===== config.mk =====
export PLATFORM = sky130hd
export DESIGN_NAME = flagbit_unit
export DESIGN_NICKNAME = d
export VERILOG_FILES = /design/src/rtl/flagbit_pkg.sv /design/src/rtl/fb_index.sv /design/src/rtl/fb_regsel.sv /design/src/rtl/fb_alu.sv /design/src/rtl/flagbit_unit.sv
export SDC_FILE = /design/constraint.sdc
export NUM_CORES = 1
export LEC_CHECK = 0
export ABC_AREA = 1
export CAP_MARGIN = 15
export CELL_PAD_IN_SITES_DETAIL_PLACEMENT = 0
export CELL_PAD_IN_SITES_GLOBAL_PLACEMENT = 1
export CORE_MARGIN = 1
export CORE_UTILIZATION = 31
export CTS_BUF_LIST = sky130_fd_sc_hd__clkbuf_16
export DETAILED_ROUTE_END_ITERATION = 10
export GPL_TIMING_DRIVEN = 0
export PLACE_DENSITY = 0.72
export SLEW_MARGIN = 5
export SYNTH_ARGS = -nofsm -noshare
export SYNTH_HDL_FRONTEND = slang
export SYNTH_SLANG_ARGS = --single-unit

===== constraint.sdc =====
create_clock -name clk -period 2 [get_ports clk]
set_input_delay 0.3 -clock clk [delete_from_list [all_inputs] [get_ports clk]]
set_output_delay 0.3 -clock clk [all_outputs]
set_load 0.02 [all_outputs]

===== src/rtl/flagbit_pkg.sv =====
package flagbit_pkg;

    localparam int DATA_W = 32;
    localparam int IDX_W  = $clog2(DATA_W);
    localparam int BASE_W = 3;
    localparam int EXT_W  = 3;
    localparam int REG_W  = 4;

    typedef enum logic [1:0] {
        FB_CLEAR  = 2'b00,
        FB_SET    = 2'b01,
        FB_TEST   = 2'b10,
        FB_TOGGLE = 2'b11
    } fb_kind_e;

    // alternate bit in the high position, set/clear choice in the low one
    function automatic fb_kind_e fb_decode(input logic op, input logic alt);
        return fb_kind_e'({alt, op});
    endfunction

    typedef struct packed {
        logic              valid;
        logic [REG_W-1:0]  reg_num;
        logic [IDX_W-1:0]  idx;
        logic [DATA_W-1:0] value;
        logic              we;
        logic              z_upd;
        logic              z;
    } fb_resp_t;

endpackage


===== src/rtl/fb_index.sv =====
module fb_index #(
    parameter int BASE_W = flagbit_pkg::BASE_W,
    parameter int EXT_W  = flagbit_pkg::EXT_W,
    parameter int IDX_W  = flagbit_pkg::IDX_W
) (
    input  logic [BASE_W-1:0] base,
    input  logic [EXT_W-1:0]  ext,
    output logic [IDX_W-1:0]  idx
);
    localparam int FILL_W = IDX_W - EXT_W;
    localparam int PAD_W  = IDX_W - BASE_W;

    logic [IDX_W-1:0] expanded;
    logic [IDX_W-1:0] base_wide;

    // extension moved up, vacated low bits filled with its lowest bit
    assign expanded  = {ext, {FILL_W{ext[0]}}};
    assign base_wide = {{PAD_W{1'b0}}, base};
    assign idx       = expanded ^ base_wide;
endmodule


===== src/rtl/fb_regsel.sv =====
module fb_regsel #(
    parameter int REG_W = flagbit_pkg::REG_W
) (
    input  logic [REG_W-1:0] dflt,
    input  logic [REG_W-1:0] sel,
    output logic [REG_W-1:0] reg_num
);
    assign reg_num = dflt ^ sel;
endmodule


===== src/rtl/fb_alu.sv =====
module fb_alu
    import flagbit_pkg::*;
#(
    parameter int DW = flagbit_pkg::DATA_W,
    parameter int IW = flagbit_pkg::IDX_W
) (
    input  fb_kind_e        kind,
    input  logic [IW-1:0]   idx,
    input  logic [DW-1:0]   operand,
    output logic [DW-1:0]   result,
    output logic            we,
    output logic            z_upd,
    output logic            z
);
    logic [DW-1:0] hit;

    for (genvar i = 0; i < DW; i++) begin : g_bit
        assign hit[i] = (idx == IW'(i));
        always_comb begin
            unique case (kind)
                FB_SET:    result[i] = operand[i] | hit[i];
                FB_CLEAR:  result[i] = operand[i] & ~hit[i];
                FB_TOGGLE: result[i] = operand[i] ^ hit[i];
                default:   result[i] = operand[i];
            endcase
        end
    end

    assign we    = (kind != FB_TEST);
    assign z_upd = (kind == FB_TEST);
    assign z     = ~operand[idx];
endmodule


===== src/rtl/flagbit_unit.sv =====
module flagbit_unit
    import flagbit_pkg::*;
(
    input  logic              clk,
    input  logic              rst,
    input  logic              in_valid,
    input  logic              in_op,
    input  logic              in_alt,
    input  logic [BASE_W-1:0] in_base,
    input  logic [EXT_W-1:0]  in_ext,
    input  logic [REG_W-1:0]  in_sel,
    input  logic [REG_W-1:0]  in_dflt,
    input  logic [DATA_W-1:0] in_value,
    output logic              out_valid,
    output logic [REG_W-1:0]  out_reg,
    output logic [IDX_W-1:0]  out_idx,
    output logic [DATA_W-1:0] out_value,
    output logic              out_we,
    output logic              out_z_upd,
    output logic              out_z
);
    fb_kind_e          kind;
    logic [IDX_W-1:0]  idx_c;
    logic [REG_W-1:0]  reg_c;
    logic [DATA_W-1:0] res_c;
    logic              we_c, zu_c, z_c;
    fb_resp_t          nxt, cur;

    assign kind = fb_decode(in_op, in_alt);

    fb_index #(.BASE_W(BASE_W), .EXT_W(EXT_W), .IDX_W(IDX_W)) u_index (
        .base(in_base), .ext(in_ext), .idx(idx_c)
    );

    fb_regsel #(.REG_W(REG_W)) u_regsel (
        .dflt(in_dflt), .sel(in_sel), .reg_num(reg_c)
    );

    fb_alu #(.DW(DATA_W), .IW(IDX_W)) u_alu (
        .kind(kind), .idx(idx_c), .operand(in_value),
        .result(res_c), .we(we_c), .z_upd(zu_c), .z(z_c)
    );

    always_comb begin
        nxt.valid   = in_valid;
        nxt.reg_num = reg_c;
        nxt.idx     = idx_c;
        nxt.value   = res_c;
        nxt.we      = in_valid & we_c;
        nxt.z_upd   = in_valid & zu_c;
        nxt.z       = z_c;
    end

    always_ff @(posedge clk) begin
        if (rst) cur <= '0;
        else     cur <= nxt;
    end

    assign out_valid = cur.valid;
    assign out_reg   = cur.reg_num;
    assign out_idx   = cur.idx;
    assign out_value = cur.value;
    assign out_we    = cur.we;
    assign out_z_upd = cur.z_upd;
    assign out_z     = cur.z;


    latency_one_chk: assert property (@(posedge clk) disable iff (rst)
        in_valid |=> out_valid);


    idle_quiet_chk: assert property (@(posedge clk) disable iff (rst)
        !in_valid |=> (!out_we && !out_z_upd));


    test_no_write_chk: assert property (@(posedge clk) disable iff (rst)
        (in_valid && !in_op && in_alt) |=> (!out_we && out_z_upd && out_value == $past(in_value)));


    single_bit_chk: assert property (@(posedge clk) disable iff (rst)
        in_valid |=> $countones(out_value ^ $past(in_value)) <= 1);


    set_bit_high_chk: assert property (@(posedge clk) disable iff (rst)
        (in_valid && in_op && !in_alt) |=> (out_we && out_value[out_idx]));


    clear_bit_low_chk: assert property (@(posedge clk) disable iff (rst)
        (in_valid && !in_op && !in_alt) |=> (out_we && !out_value[out_idx]));


    z_only_test_chk: assert property (@(posedge clk) disable iff (rst)
        (in_valid && !(!in_op && in_alt)) |=> !out_z_upd);
endmodule


==> metrics.md <==
| Metric | Value |
|---|---|
| Inserted Clock Buffers | `5` |
| I/O Buffers | `93` |
| Power Total | `2.94 mW` |
| Max Root-Sink Buffers | `2` |
| Nets | `725` |
| DIE WIDTH | `109 um` |
| Post-layout minimum cycle time | `1.94 ns` |
| ANT nets after route | `0` |
| Syn-to-layout area delta | `43.4%` |
| Root Buffer | `clkbuf_16` |
| CTS Sinks | `45` |
| Pwr/cell area | `574 mW/mm2` |
| Main combinational cell family by area after synthesis | `simple AND/OR/NAND/NOR gates` |
| Synth Area in Compound Gates | `15.5%` |
| Pin count of the biggest net entering global routing | `16` |
| Worst VDD drop | `0.334 mV` |
| Synth unique cells | `26` |
| Hold_sp | `rst` |
| Grt ovf | `0` |
| Area of the die | `0.0119 mm2` |
| Leak Pwr | `2.26 nW` |
| Syn_nets | `609` |
| Async set-reset flop share out of synthesis | `0%` |
| Io pins | `96` |
| Final setup viols | `0` |
| Synthesized area | `0.00357 mm2` |
| Drt first pass iters | `4` |
| Vias in the first global route | `3749` |
| Max_cap viols | `0` |
| Core ar. | `0.0110 mm2` |
| Post-layout util | `46.4%` |
| Placed cell count | `727` |
| Critical path type | `input port to register` |
| Synthesized area per cell | `7.22 um2` |
| Row count | `38` |
| Max-slew violation count | `0` |
| Measured slew at the worst slew-check pin | `0.650 ns` |
| Initial DRC count | `225` |
| First-pass GRT wire length | `18900 um` |
| Hold Crit Class | `input port to register` |
| Fin. Hold Viols | `0` |
| Adder-cell share of the synthesized area | `22.5%` |
| Headroom to the max-slew limit | `56.7%` |
| Synth warn | `0` |
| DR WL/cell | `16.0 um` |
| Worst path required time | `2.21 ns` |
| Initial antenna violation count | `0` |
| Worst hold slack | `0.418 ns` |
| Share of layout cells above drive strength 1 | `10.6%` |
| Worst-path clk slew | `0.06 ns` |
| CP Launch Type | `input port` |
| Die height | `109 um` |
| CTS tree | `yes` |
| Total GRT Usage | `20.7%` |
| Top_reg_cell synth | `dfxtp_1` |
| Fin crit share | `97.1%` |
| Layout Cells excl Fill | `751` |
| Post-DP HPWL | `8880 um` |
| Mux contribution to synthesized area | `0%` |
| Worst-path fanout max | `10` |
| Most frequent cells in the layout | `91 x nand2_1, 88 x clkdlybuf4s50_1, 64 x ha_1, 58 x nand3_1, 51 x inv_1` |
| Post-synthesis sequential area ratio | `25.3%` |
| N_diodes | `0` |
| Gpl congestion | `0.872` |
| Most common cell after layout, fill and taps aside | `nand2_1` |
| Max reg flops | `32` |
| Simple-gate share of the synthesized area | `26.2%` |
| Fmax achieved | `515 MHz` |
| Number of synthesized flops with an enable pin | `0` |
| FF+latch count, synth | `45` |
| Htree depth | `2` |
| RSZ-0062 raised after global routing | `true` |
| Routed via count | `3758` |
| Syn Inst Count | `494` |
| Initial core utilization | `32.3%` |
| Crit path from | `in_op` |
| Drc violations | `0` |
| Via/cell ratio | `5.00` |
| CP arrival | `2.16 ns` |
| CP endpoint kind | `register` |
| Post-synthesis xor/xnor area fraction | `1.47%` |
| Status | `complete, no violations` |
| Detailed Route WL | `12000 um` |
-- cells in the mapped netlist (7+ instances only) --
cell type	n	area share, %
or2_0	14	2.5
nor2_2	7	1.2
a31oi_1	16	2.8
inv_1	51	5.4
o21ai_0	43	6.0
dfxtp_1	45	25
clkbuf_1	19	2.0
nand3_1	64	9.0
ha_1	64	22
o211ai_1	26	5.5
nand2_1	92	9.7
nor2_1	17	1.8
-- critical path: stages --
cell             delay, ns
clkdlybuf4s50_1       0.50
inv_1                 0.15
buf_2                 0.26
clkbuf_1              0.54
o21ai_0               0.18
a31oi_1               0.22
-- path summary, 6_finish.rpt --
check | depth (start not counted) | slack [ns] | endpoint
worst max-delay path | 6 | 0.06 | out_value[8]
worst min-delay path | 2 | 0.42 | out_value[22]
-- logic make-up after synthesis --
logic type                 after synthesis
and+or+nand+nor                        204
xor gates and xnor gates                 6
adders and majority gates               64
DFF                                     45
buffers and inverters                   82
AOI/OAI and AO/OA                       93
-- routing by layer --
layer  vias to the layer above  share of wire [%]  GRT usage [%]
met5                         -                  0              0
met4                         0                1.5           7.24
met3                        16                7.2           3.95
met2                       139                 47           35.0
met1                      1722                 44           26.0
li1                       1881                  -              -
-- repair_timing --
| action | in CTS | in global routing |
|---|---|---|
| gates cloned | 1 | 0 |
| pin swaps | 9 | 6 |
| setup endpoints to repair | 32 | 31 |
| endpoints found under the hold margin | 0 | 0 |
| setup buffers | 12 | 3 |
| hold buffers | 0 | 0 |
| gates resized for setup | 30 | 18 |
-- per-stage QoR --
step	setup TNS (ns)	worst slack (ns)	area (um2)
2_1_floorplan	0	0.0699	3570
3_5_place_dp	-24.94	-1.05	4670
5_1_grt	-0.00623	-0.00574	5110
4_1_cts	-0.00530	-0.00530	5050
6_report	0	0.0585	5110
3_3_place_gp	-24.40	-0.995	4670
-- power by group --
part	switching [mW]	internal (mW)	total, mW
clock	0.374	0.592	0.966
combinational	0.558	0.430	0.989
sequential	0.0165	0.966	0.982
total	0.949	1.99	2.94
-- cell type report --
| class | instances | area, um2 |
|---|---|---|
| Fill cell | 1124 | 5920 |
| Multi-Input combinational cell | 368 | 2450 |
| Timing Repair Buffer | 108 | 1070 |
| Sequential cell | 45 | 901 |
| Inverter | 56 | 214 |
| Tap cell | 140 | 175 |
| Clock buffer | 5 | 125 |
| Buffer | 26 | 125 |
| Clock inverter | 3 | 46.3 |
(Power assumes the default switching activity.)
